--- src/rtl/rxd_pkg.sv ---
// Shared constants and state type for the receive status writer.
package rxd_pkg;
    localparam int FL_W  = 14;   // width of the byte-count field
    localparam int BSZ_W = 13;   // width of one buffer size field
    localparam int FLG_W = 11;   // number of frame flags

    // positions inside in_flags
    localparam int F_CRC   = 0;
    localparam int F_RXE   = 1;
    localparam int F_WDG   = 2;
    localparam int F_LCOL  = 3;
    localparam int F_GIANT = 4;
    localparam int F_OVF   = 5;
    localparam int F_DAF   = 6;
    localparam int F_SAF   = 7;
    localparam int F_VLAN  = 8;
    localparam int F_LEN   = 9;
    localparam int F_TYPE  = 10;

    // control word positions
    localparam int C_EOR   = 15;
    localparam int C_CHAIN = 14;

    typedef enum logic [2:0] {
        ST_FETCH,
        ST_RECV,
        ST_PEEK,
        ST_WB,
        ST_DROP
    } wr_state_e;
endpackage

--- src/rtl/rxd_next_addr.sv ---
// Next descriptor address.
// Chain mode follows the link word; ring mode steps by STRIDE and wraps to
// the list base on the end-of-ring mark. Purely combinational.
module rxd_next_addr #(
    parameter int ADDR_W = 32,
    parameter int STRIDE = 16
) (
    input  logic [ADDR_W-1:0] cur,
    input  logic [ADDR_W-1:0] base,
    input  logic [ADDR_W-1:0] link,
    input  logic              chain,
    input  logic              eor,
    output logic [ADDR_W-1:0] nxt
);
    // select successor address
    always_comb begin
        if (chain)
            nxt = link;
        else if (eor)
            nxt = base;
        else
            nxt = cur + ADDR_W'(STRIDE);
    end
endmodule

--- src/rtl/rxd_byte_track.sv ---
// Byte accounting for one descriptor and one frame.
// Keeps the fill level of the current descriptor against its capacity,
// the running frame count, and whether this descriptor saw the first byte.
// Assumes 'beat' is only raised while fill is below capacity.
module rxd_byte_track
    import rxd_pkg::*;
(
    input  logic            clk,
    input  logic            rst_n,
    input  logic            load,
    input  logic [FL_W-1:0] load_cap,
    input  logic            beat,
    input  logic            beat_sof,
    input  logic            frame_end,
    output logic [FL_W-1:0] tot_q,
    output logic [FL_W-1:0] tot_nx,
    output logic            full_nx,
    output logic            fs_q,
    output logic            fs_nx
);
    logic [FL_W-1:0] fill_q;
    logic [FL_W-1:0] cap_q;

    assign tot_nx  = beat_sof ? FL_W'(1) : tot_q + FL_W'(1);
    assign full_nx = (fill_q + FL_W'(1)) == cap_q;
    assign fs_nx   = fs_q | beat_sof;

    // update fill level, capacity, first-byte mark and frame count
    always_ff @(posedge clk) begin
        if (!rst_n) begin
            fill_q <= '0;
            cap_q  <= '0;
            fs_q   <= 1'b0;
            tot_q  <= '0;
        end else begin
            if (load) begin
                fill_q <= '0;
                cap_q  <= load_cap;
                fs_q   <= 1'b0;
            end else if (beat) begin
                fill_q <= fill_q + FL_W'(1);
                fs_q   <= fs_nx;
            end
            if (frame_end)
                tot_q <= '0;
            else if (beat)
                tot_q <= tot_nx;
        end
    end


    fill_bound_chk: assert property (@(posedge clk) disable iff (!rst_n)
        fill_q <= cap_q);
endmodule

--- src/rtl/rxd_status_fmt.sv ---
// Status word builder.
// Places count, segment marks, frame flags, descriptor error and summary
// bit; ownership (bit 31) is always returned as 0. Combinational.
module rxd_status_fmt
    import rxd_pkg::*;
(
    input  logic [FLG_W-1:0] flags,
    input  logic             use_flags,
    input  logic             ls,
    input  logic             fs,
    input  logic             de,
    input  logic [FL_W-1:0]  fl,
    output logic [31:0]      word
);
    // assemble the word field by field
    always_comb begin
        word        = '0;
        word[29:16] = fl;
        word[9]     = fs;
        word[8]     = ls;
        word[14]    = de;
        if (use_flags) begin
            word[30] = flags[F_DAF];
            word[13] = flags[F_SAF];
            word[11] = flags[F_OVF];
            word[10] = flags[F_VLAN];
            word[7]  = flags[F_GIANT];
            word[6]  = flags[F_LCOL];
            word[5]  = flags[F_TYPE];
            word[4]  = flags[F_WDG];
            word[3]  = flags[F_RXE];
            word[1]  = flags[F_CRC];
            word[12] = flags[F_LEN] & ~flags[F_TYPE] & ~flags[F_CRC];
        end
        word[15] = word[1] | word[3] | word[4] | word[6] | word[7]
                 | word[11] | word[14];
    end
endmodule

--- src/rtl/rxd_status_writer.sv ---
// Receive descriptor status writer (top).
// Fetches a descriptor, counts frame bytes into its two buffers, looks
// ahead at the next descriptor when full mid-frame, and writes back the
// status word. Assumes well-formed frames (sof first, eof last) and a
// fetch responder that answers each request cycle independently.
module rxd_status_writer
    import rxd_pkg::*;
#(
    parameter int ADDR_W = 32,
    parameter int STRIDE = 16
) (
    input  logic              clk,
    input  logic              rst_n,
    input  logic [ADDR_W-1:0] ring_base,
    output logic              desc_req,
    output logic [ADDR_W-1:0] desc_addr,
    input  logic              desc_ack,
    input  logic              desc_own,
    input  logic [31:0]       desc_w1,
    input  logic [ADDR_W-1:0] desc_w3,
    input  logic              in_valid,
    output logic              in_ready,
    input  logic              in_sof,
    input  logic              in_eof,
    input  logic [FLG_W-1:0]  in_flags,
    output logic              wb_valid,
    input  logic              wb_ready,
    output logic [ADDR_W-1:0] wb_addr,
    output logic [31:0]       wb_data,
    output logic              desc_unavail
);
    wr_state_e         st;
    logic [ADDR_W-1:0] cur_q;
    logic [ADDR_W-1:0] nxt_q;
    logic [ADDR_W-1:0] nxt_addr;
    logic [31:0]       data_q;
    logic              drop_q;
    logic              unavail_q;

    logic [FL_W-1:0]   cap_w;
    logic              unused_w1_rsvd;
    logic              trk_load, trk_beat, frame_end;
    logic [FL_W-1:0]   tot_q, tot_nx;
    logic              full_nx, fs_q, fs_nx;

    logic              f_use, f_ls, f_fs, f_de;
    logic [FL_W-1:0]   f_fl;
    logic [31:0]       f_word;

    assign cap_w = {1'b0, desc_w1[BSZ_W-1:0]} + {1'b0, desc_w1[16+BSZ_W-1:16]};
    assign unused_w1_rsvd = ^desc_w1[31:29];

    assign desc_req     = (st == ST_FETCH) || (st == ST_PEEK);
    assign desc_addr    = (st == ST_PEEK) ? nxt_q : cur_q;
    assign in_ready     = (st == ST_RECV) || (st == ST_DROP);
    assign wb_valid     = (st == ST_WB);
    assign wb_addr      = cur_q;
    assign wb_data      = data_q;
    assign desc_unavail = unavail_q;

    assign trk_load  = (st == ST_FETCH) && desc_ack && desc_own;
    assign trk_beat  = (st == ST_RECV) && in_valid;
    assign frame_end = in_valid && in_ready && in_eof;

    rxd_next_addr #(.ADDR_W(ADDR_W), .STRIDE(STRIDE)) u_next (
        .cur   (cur_q),
        .base  (ring_base),
        .link  (desc_w3),
        .chain (desc_w1[C_CHAIN]),
        .eor   (desc_w1[C_EOR]),
        .nxt   (nxt_addr)
    );

    rxd_byte_track u_track (
        .clk       (clk),
        .rst_n     (rst_n),
        .load      (trk_load),
        .load_cap  (cap_w),
        .beat      (trk_beat),
        .beat_sof  (in_sof),
        .frame_end (frame_end),
        .tot_q     (tot_q),
        .tot_nx    (tot_nx),
        .full_nx   (full_nx),
        .fs_q      (fs_q),
        .fs_nx     (fs_nx)
    );

    // choose the inputs of the status word for the current state
    always_comb begin
        f_use = 1'b0;
        f_ls  = 1'b0;
        f_de  = 1'b0;
        f_fs  = fs_q;
        f_fl  = tot_q;
        case (st)
            ST_RECV: begin
                f_use = 1'b1;
                f_ls  = 1'b1;
                f_fs  = fs_nx;
                f_fl  = tot_nx;
            end
            ST_PEEK: begin
                f_ls = ~desc_own;
                f_de = ~desc_own;
            end
            ST_FETCH: f_fs = 1'b0;
            default: ;
        endcase
    end

    rxd_status_fmt u_fmt (
        .flags     (in_flags),
        .use_flags (f_use),
        .ls        (f_ls),
        .fs        (f_fs),
        .de        (f_de),
        .fl        (f_fl),
        .word      (f_word)
    );

    // control sequence: fetch, receive, look ahead, write back, drain
    always_ff @(posedge clk) begin
        if (!rst_n) begin
            st        <= ST_FETCH;
            cur_q     <= ring_base;
            nxt_q     <= ring_base;
            data_q    <= '0;
            drop_q    <= 1'b0;
            unavail_q <= 1'b0;
        end else begin
            case (st)
                ST_FETCH: if (desc_ack) begin
                    if (!desc_own) begin
                        unavail_q <= 1'b1;
                    end else begin
                        unavail_q <= 1'b0;
                        nxt_q     <= nxt_addr;
                        if (cap_w == '0) begin
                            data_q <= f_word;
                            st     <= ST_WB;
                        end else begin
                            st <= ST_RECV;
                        end
                    end
                end
                ST_RECV: if (in_valid) begin
                    if (in_eof) begin
                        data_q <= f_word;
                        st     <= ST_WB;
                    end else if (full_nx) begin
                        st <= ST_PEEK;
                    end
                end
                ST_PEEK: if (desc_ack) begin
                    data_q <= f_word;
                    drop_q <= ~desc_own;
                    st     <= ST_WB;
                end
                ST_WB: if (wb_ready) begin
                    cur_q  <= nxt_q;
                    drop_q <= 1'b0;
                    st     <= drop_q ? ST_DROP : ST_FETCH;
                end
                ST_DROP: if (in_valid && in_eof) begin
                    st <= ST_FETCH;
                end
                default: st <= ST_FETCH;
            endcase
        end
    end


    wb_hold_chk: assert property (@(posedge clk) disable iff (!rst_n)
        wb_valid && !wb_ready |=> wb_valid && $stable(wb_data) && $stable(wb_addr));

    own_clear_chk: assert property (@(posedge clk) disable iff (!rst_n)
        wb_valid |-> !wb_data[31]);

    stall_block_chk: assert property (@(posedge clk) disable iff (!rst_n)
        desc_unavail |-> !in_ready);

    de_last_chk: assert property (@(posedge clk) disable iff (!rst_n)
        wb_valid && wb_data[14] |-> wb_data[8] && wb_data[15]);

    unavail_fetch_chk: assert property (@(posedge clk) disable iff (!rst_n)
        $rose(desc_unavail) |-> desc_req);
endmodule

--- config.mk ---
export PLATFORM = sky130hd
export DESIGN_NAME = rxd_status_writer
export DESIGN_NICKNAME = d
export VERILOG_FILES = /design/src/rtl/rxd_pkg.sv /design/src/rtl/rxd_next_addr.sv /design/src/rtl/rxd_byte_track.sv /design/src/rtl/rxd_status_fmt.sv /design/src/rtl/rxd_status_writer.sv
export SDC_FILE = /design/constraint.sdc
export NUM_CORES = 1
export LEC_CHECK = 0
export ABC_AREA = 1
export BUFFER_PORTS_ARGS = -buffer_cell sky130_fd_sc_hd__buf_2
export CAP_MARGIN = 30
export CORE_AREA = 2 2 155 157
export DETAILED_ROUTE_END_ITERATION = 8
export DIE_AREA = 0 0 157 159
export GPL_TIMING_DRIVEN = 0
export HOLD_SLACK_MARGIN = 0.05
export PLACE_DENSITY = 0.62
export SYNTH_ARGS = -nofsm -noshare
export SYNTH_HDL_FRONTEND = slang
export SYNTH_SLANG_ARGS = --single-unit
--- constraint.sdc ---
create_clock -name clk -period 3.5 [get_ports clk]
set_input_delay 0.35 -clock clk [delete_from_list [all_inputs] [get_ports clk]]
set_output_delay 0.35 -clock clk [all_outputs]
set_load 0.02 [all_outputs]
==> results.sh <==
export IMPL_port_buffers=206
export IMPL_ant_nets=0
export IMPL_cts_hold_buffers_added=0
export IMPL_power_switching_mw=2.01
export IMPL_worst_setup_path_end_kind="primary output"
export IMPL_pwr_share_seq_pct=38.3
export IMPL_drive_gt1_share_pct=17.2
export IMPL_syn_area_sq_mm=0.00912
export IMPL_path_clk_slew_ps=70
export IMPL_peakVddDrop_mv=0.325
export IMPL_dp_final_hpwl_um=23400
export IMPL_p_int_mw=3.40
export IMPL_startpoint_type="flop"
export IMPL_min_period_over_period_pct=92.4
export IMPL_slew_violations=0
export IMPL_yosysSeqAreaShare_pct=38.0
export IMPL_reg2reg_to="nxt_q[2]"
export IMPL_mostFrequentLayoutCell="nand2_1"
export IMPL_holdPathEnd="wb_addr[8]"
export IMPL_dr_pass1_iters=5
export IMPL_cts_buffers_inserted=17
export IMPL_synthDistinctLibCells=47
export IMPL_final_cell_mix="nand2_1, buf_2, inv_1"
export IMPL_p_leak_nw=5.29
export IMPL_num_vias=9883
export IMPL_critPathMaxFanout=10
export IMPL_crit_path_cell_trace="nor2_2 -> inv_1 -> nor2_1 -> clkbuf_1 -> clkbuf_1 -> nand2_1 -> o21ai_0 -> buf_2"
export IMPL_p_sw_share_pct=37.2
export IMPL_cap_violations=0
export IMPL_grt_max_degree=25
export IMPL_multi_input_area_sq_mm=0.00477
export IMPL_worst_slack_ps=268
export IMPL_fill_cells=2476
export IMPL_die_x_um=157
export IMPL_hold_ws_ps=230
export IMPL_yosys_warnings=0
export IMPL_power_density_mw_per_mm2=484
export IMPL_crit_type="flop to primary output"
export IMPL_fmax_mhz=309
export IMPL_rr_worst_depth=9
export IMPL_pwr_share_comb_pct=29.1
export IMPL_relSlewSlack_pct=49.4
export IMPL_fin_util_pct=48.2
export IMPL_worstMarginPinSlew_ps=759
export IMPL_synthCells=1372
export IMPL_ff_latch_area_sq_mm=0.00346
export IMPL_critPathMaxStageDelay_ps=560
export IMPL_cts_max_level=4
export IMPL_drc_errors=0
export IMPL_grtUsageTotal_pct=24.4
export IMPL_drt_wl_total_um=30800
export IMPL_dpl_instance_area_sq_mm=0.0106
export IMPL_layout_cells_non_filler=1934
export IMPL_fin_crit_ps=3230
export IMPL_outcome="complete, no violations"
export IMPL_core_region_area_sq_mm=0.0232
export IMPL_fp_dieArea_sq_mm=0.0250
export IMPL_hp_start="ring_base[8]"
export IMPL_die_h_um=159
export IMPL_regToRegStartpoint="st[2]"
export IMPL_synth_top_family_by_area="simple AND/OR/NAND/NOR gates"
export IMPL_synthSimpleGateAreaFrac_pct=31.4
export IMPL_avgViaCountPerCell=5.11
export IMPL_cts_root_buf="clkbuf_16"
export IMPL_rsz0062_at_grt="no"
export IMPL_r2r_slack_ps=810
export IMPL_stdcell_area_sq_mm=0.0112
export IMPL_ys_ff_latch=141
export IMPL_hold_class="input port to flop"
export IMPL_finalSetupViolations=0
export IMPL_final_setup_tns_ps=0
export IMPL_area_growth_pct=22.4
export IMPL_grt_first_pass_wirelength_um=47700
export IMPL_synth_compound_gate_area_share_pct=16.0
export IMPL_cts_resized=0
export IMPL_start_util_pct=39.3
export IMPL_cts_max_path_buffers=2
export IMPL_cpMostUsedCell="clkbuf_1"
export IMPL_dp_cells=1901
export IMPL_synth_xor_area_share_pct=2.30
export IMPL_numClockSinks=141
export IMPL_clkLatencyLatePin_ps=430
export IMPL_finalWeightedCongestion=0.953
export IMPL_cts_tree="yes"
export IMPL_power_mw=5.41
export IMPL_grt_antenna_before_repair=1
export IMPL_fin_skew_ps=10.9
export IMPL_worstPathArrival_ps=2880
export IMPL_muxShareOfSynthArea_pct=0
export IMPL_pwr_share_clk_pct=32.6
export IMPL_cts_setup_buffers=0
export IMPL_synth_fa_ha_area_share_pct=2.41
export IMPL_holdPathStages=3
export IMPL_synth_area_per_cell_sq_um=6.65
export IMPL_hold_viol_final=0
export IMPL_nNetsFinal=1733
export IMPL_dpl_worst_slack_ps=410
export IMPL_rows=56
export IMPL_first_iter_violations=727
export IMPL_wl_per_cell_um=15.9
export IMPL_crit_slowest_cell="clkbuf_1"
export IMPL_grt_ovfl_total=0
export IMPL_grt_pass1_vias=9263
export IMPL_critPathRequiredTime_ps=3150
export IMPL_io_pins=215
-- cells in the mapped netlist (all sizes together) --
library cell  instances  share of area (%)
nand2               407                 17
inv                 168                6.9
o21ai               151                8.3
nor2                150                6.3
nand3                91                5.1
dfxtp                77                 17
a21oi                73                4.0
edfxtp               64                 21
clkbuf               37                1.5
buf                  22                1.4
o211ai               18                1.5
xor2                 17                1.6
ha                   16                2.2
nand4                13               0.89
o22ai                13               0.89
nor3                 12               0.77
nand3b                8               0.70
xnor2                 7               0.67
or2                   4               0.30
a221oi                3               0.29
a31oi                 3               0.21
clkinv                3               0.12
a21boi                2               0.16
nor3b                 2               0.16
nor4                  2               0.14
o21bai                2               0.16
a22o                  1              0.096
a22oi                 1              0.082
conb                  1              0.041
fa                    1               0.22
o21a                  1              0.082
o221ai                1              0.096
o41ai                 1              0.096
-- power by group through the flow --
stage | Sequential, mW | Clock (mW) | Combinational, mW
2_1_floorplan | 2.18 | 0 | 0.930
3_3_place_gp | 2.10 | 0 | 1.54
3_5_place_dp | 2.10 | 0 | 1.57
4_1_cts | 2.07 | 1.79 | 1.58
5_1_grt | 2.09 | 1.86 | 1.76
6_report | 2.07 | 1.77 | 1.57
-- worst max-delay path, delay by kind of cell (launching register included) --
family,cells,cell delay (ps)
compound gates,1,190
buf+inv,4,1430
flops,1,360
simple gates,3,470
-- sequential cells by signal, summed over array words and instances, names as in the netlist --
register,count
wb_addr,32
wb_data,29
nxt_q,32
u_track.fill_q,14
u_track.tot_q,14
drop_q,1
st,3
desc_unavail,1
u_track.fs_q,1
u_track.cap_q,14
-- routing by layer --
metal	GRT usage [%]	up-vias	wire length, um
met5	0	-	0
met4	11.0	0	1210
met3	4.35	71	2050
met2	40.7	368	14400
met1	30.6	4506	13100
li1	-	4938	-
-- cell type report --
cell class / instances / share of cell area [%]
plain buffers: 59 / 2.37
inverters: 171 / 5.75
well taps: 319 / 3.57
repair buffers: 208 / 9.59
multi-input cells: 1003 / 42.7
clock inverters: 14 / 0.952
clock buffers: 18 / 4.03
diodes: 1 / 0.0224
flip-flops and latches: 141 / 31.0
-- logic make-up (layout without fill, tap and decap cells) --
| family | Yosys count | after routing |
|---|---|---|
| buffers and inverters | 230 | 470 |
| xor gates and xnor gates | 24 | 24 |
| AOI/OAI and AO/OA | 270 | 270 |
| other | 1 | 4 |
| DFF | 141 | 141 |
| adders and majority gates | 17 | 17 |
| and+or+nand+nor | 689 | 689 |
-- worst max path at each step --
| stage | startpoint | endpoint | cells after the start |
|---|---|---|---|
| finish | st[2] | desc_addr[25] | 8 |
| global route | st[2] | desc_addr[25] | 7 |
| CTS | st[2] | desc_addr[29] | 7 |
| detailed placement | rst_n | wb_addr[23] | 6 |
| global placement | rst_n | wb_addr[23] | 5 |
| floorplan | st[1] | wb_addr[0] | 4 |
No activity file was read; power rests on OpenSTA's default activity.
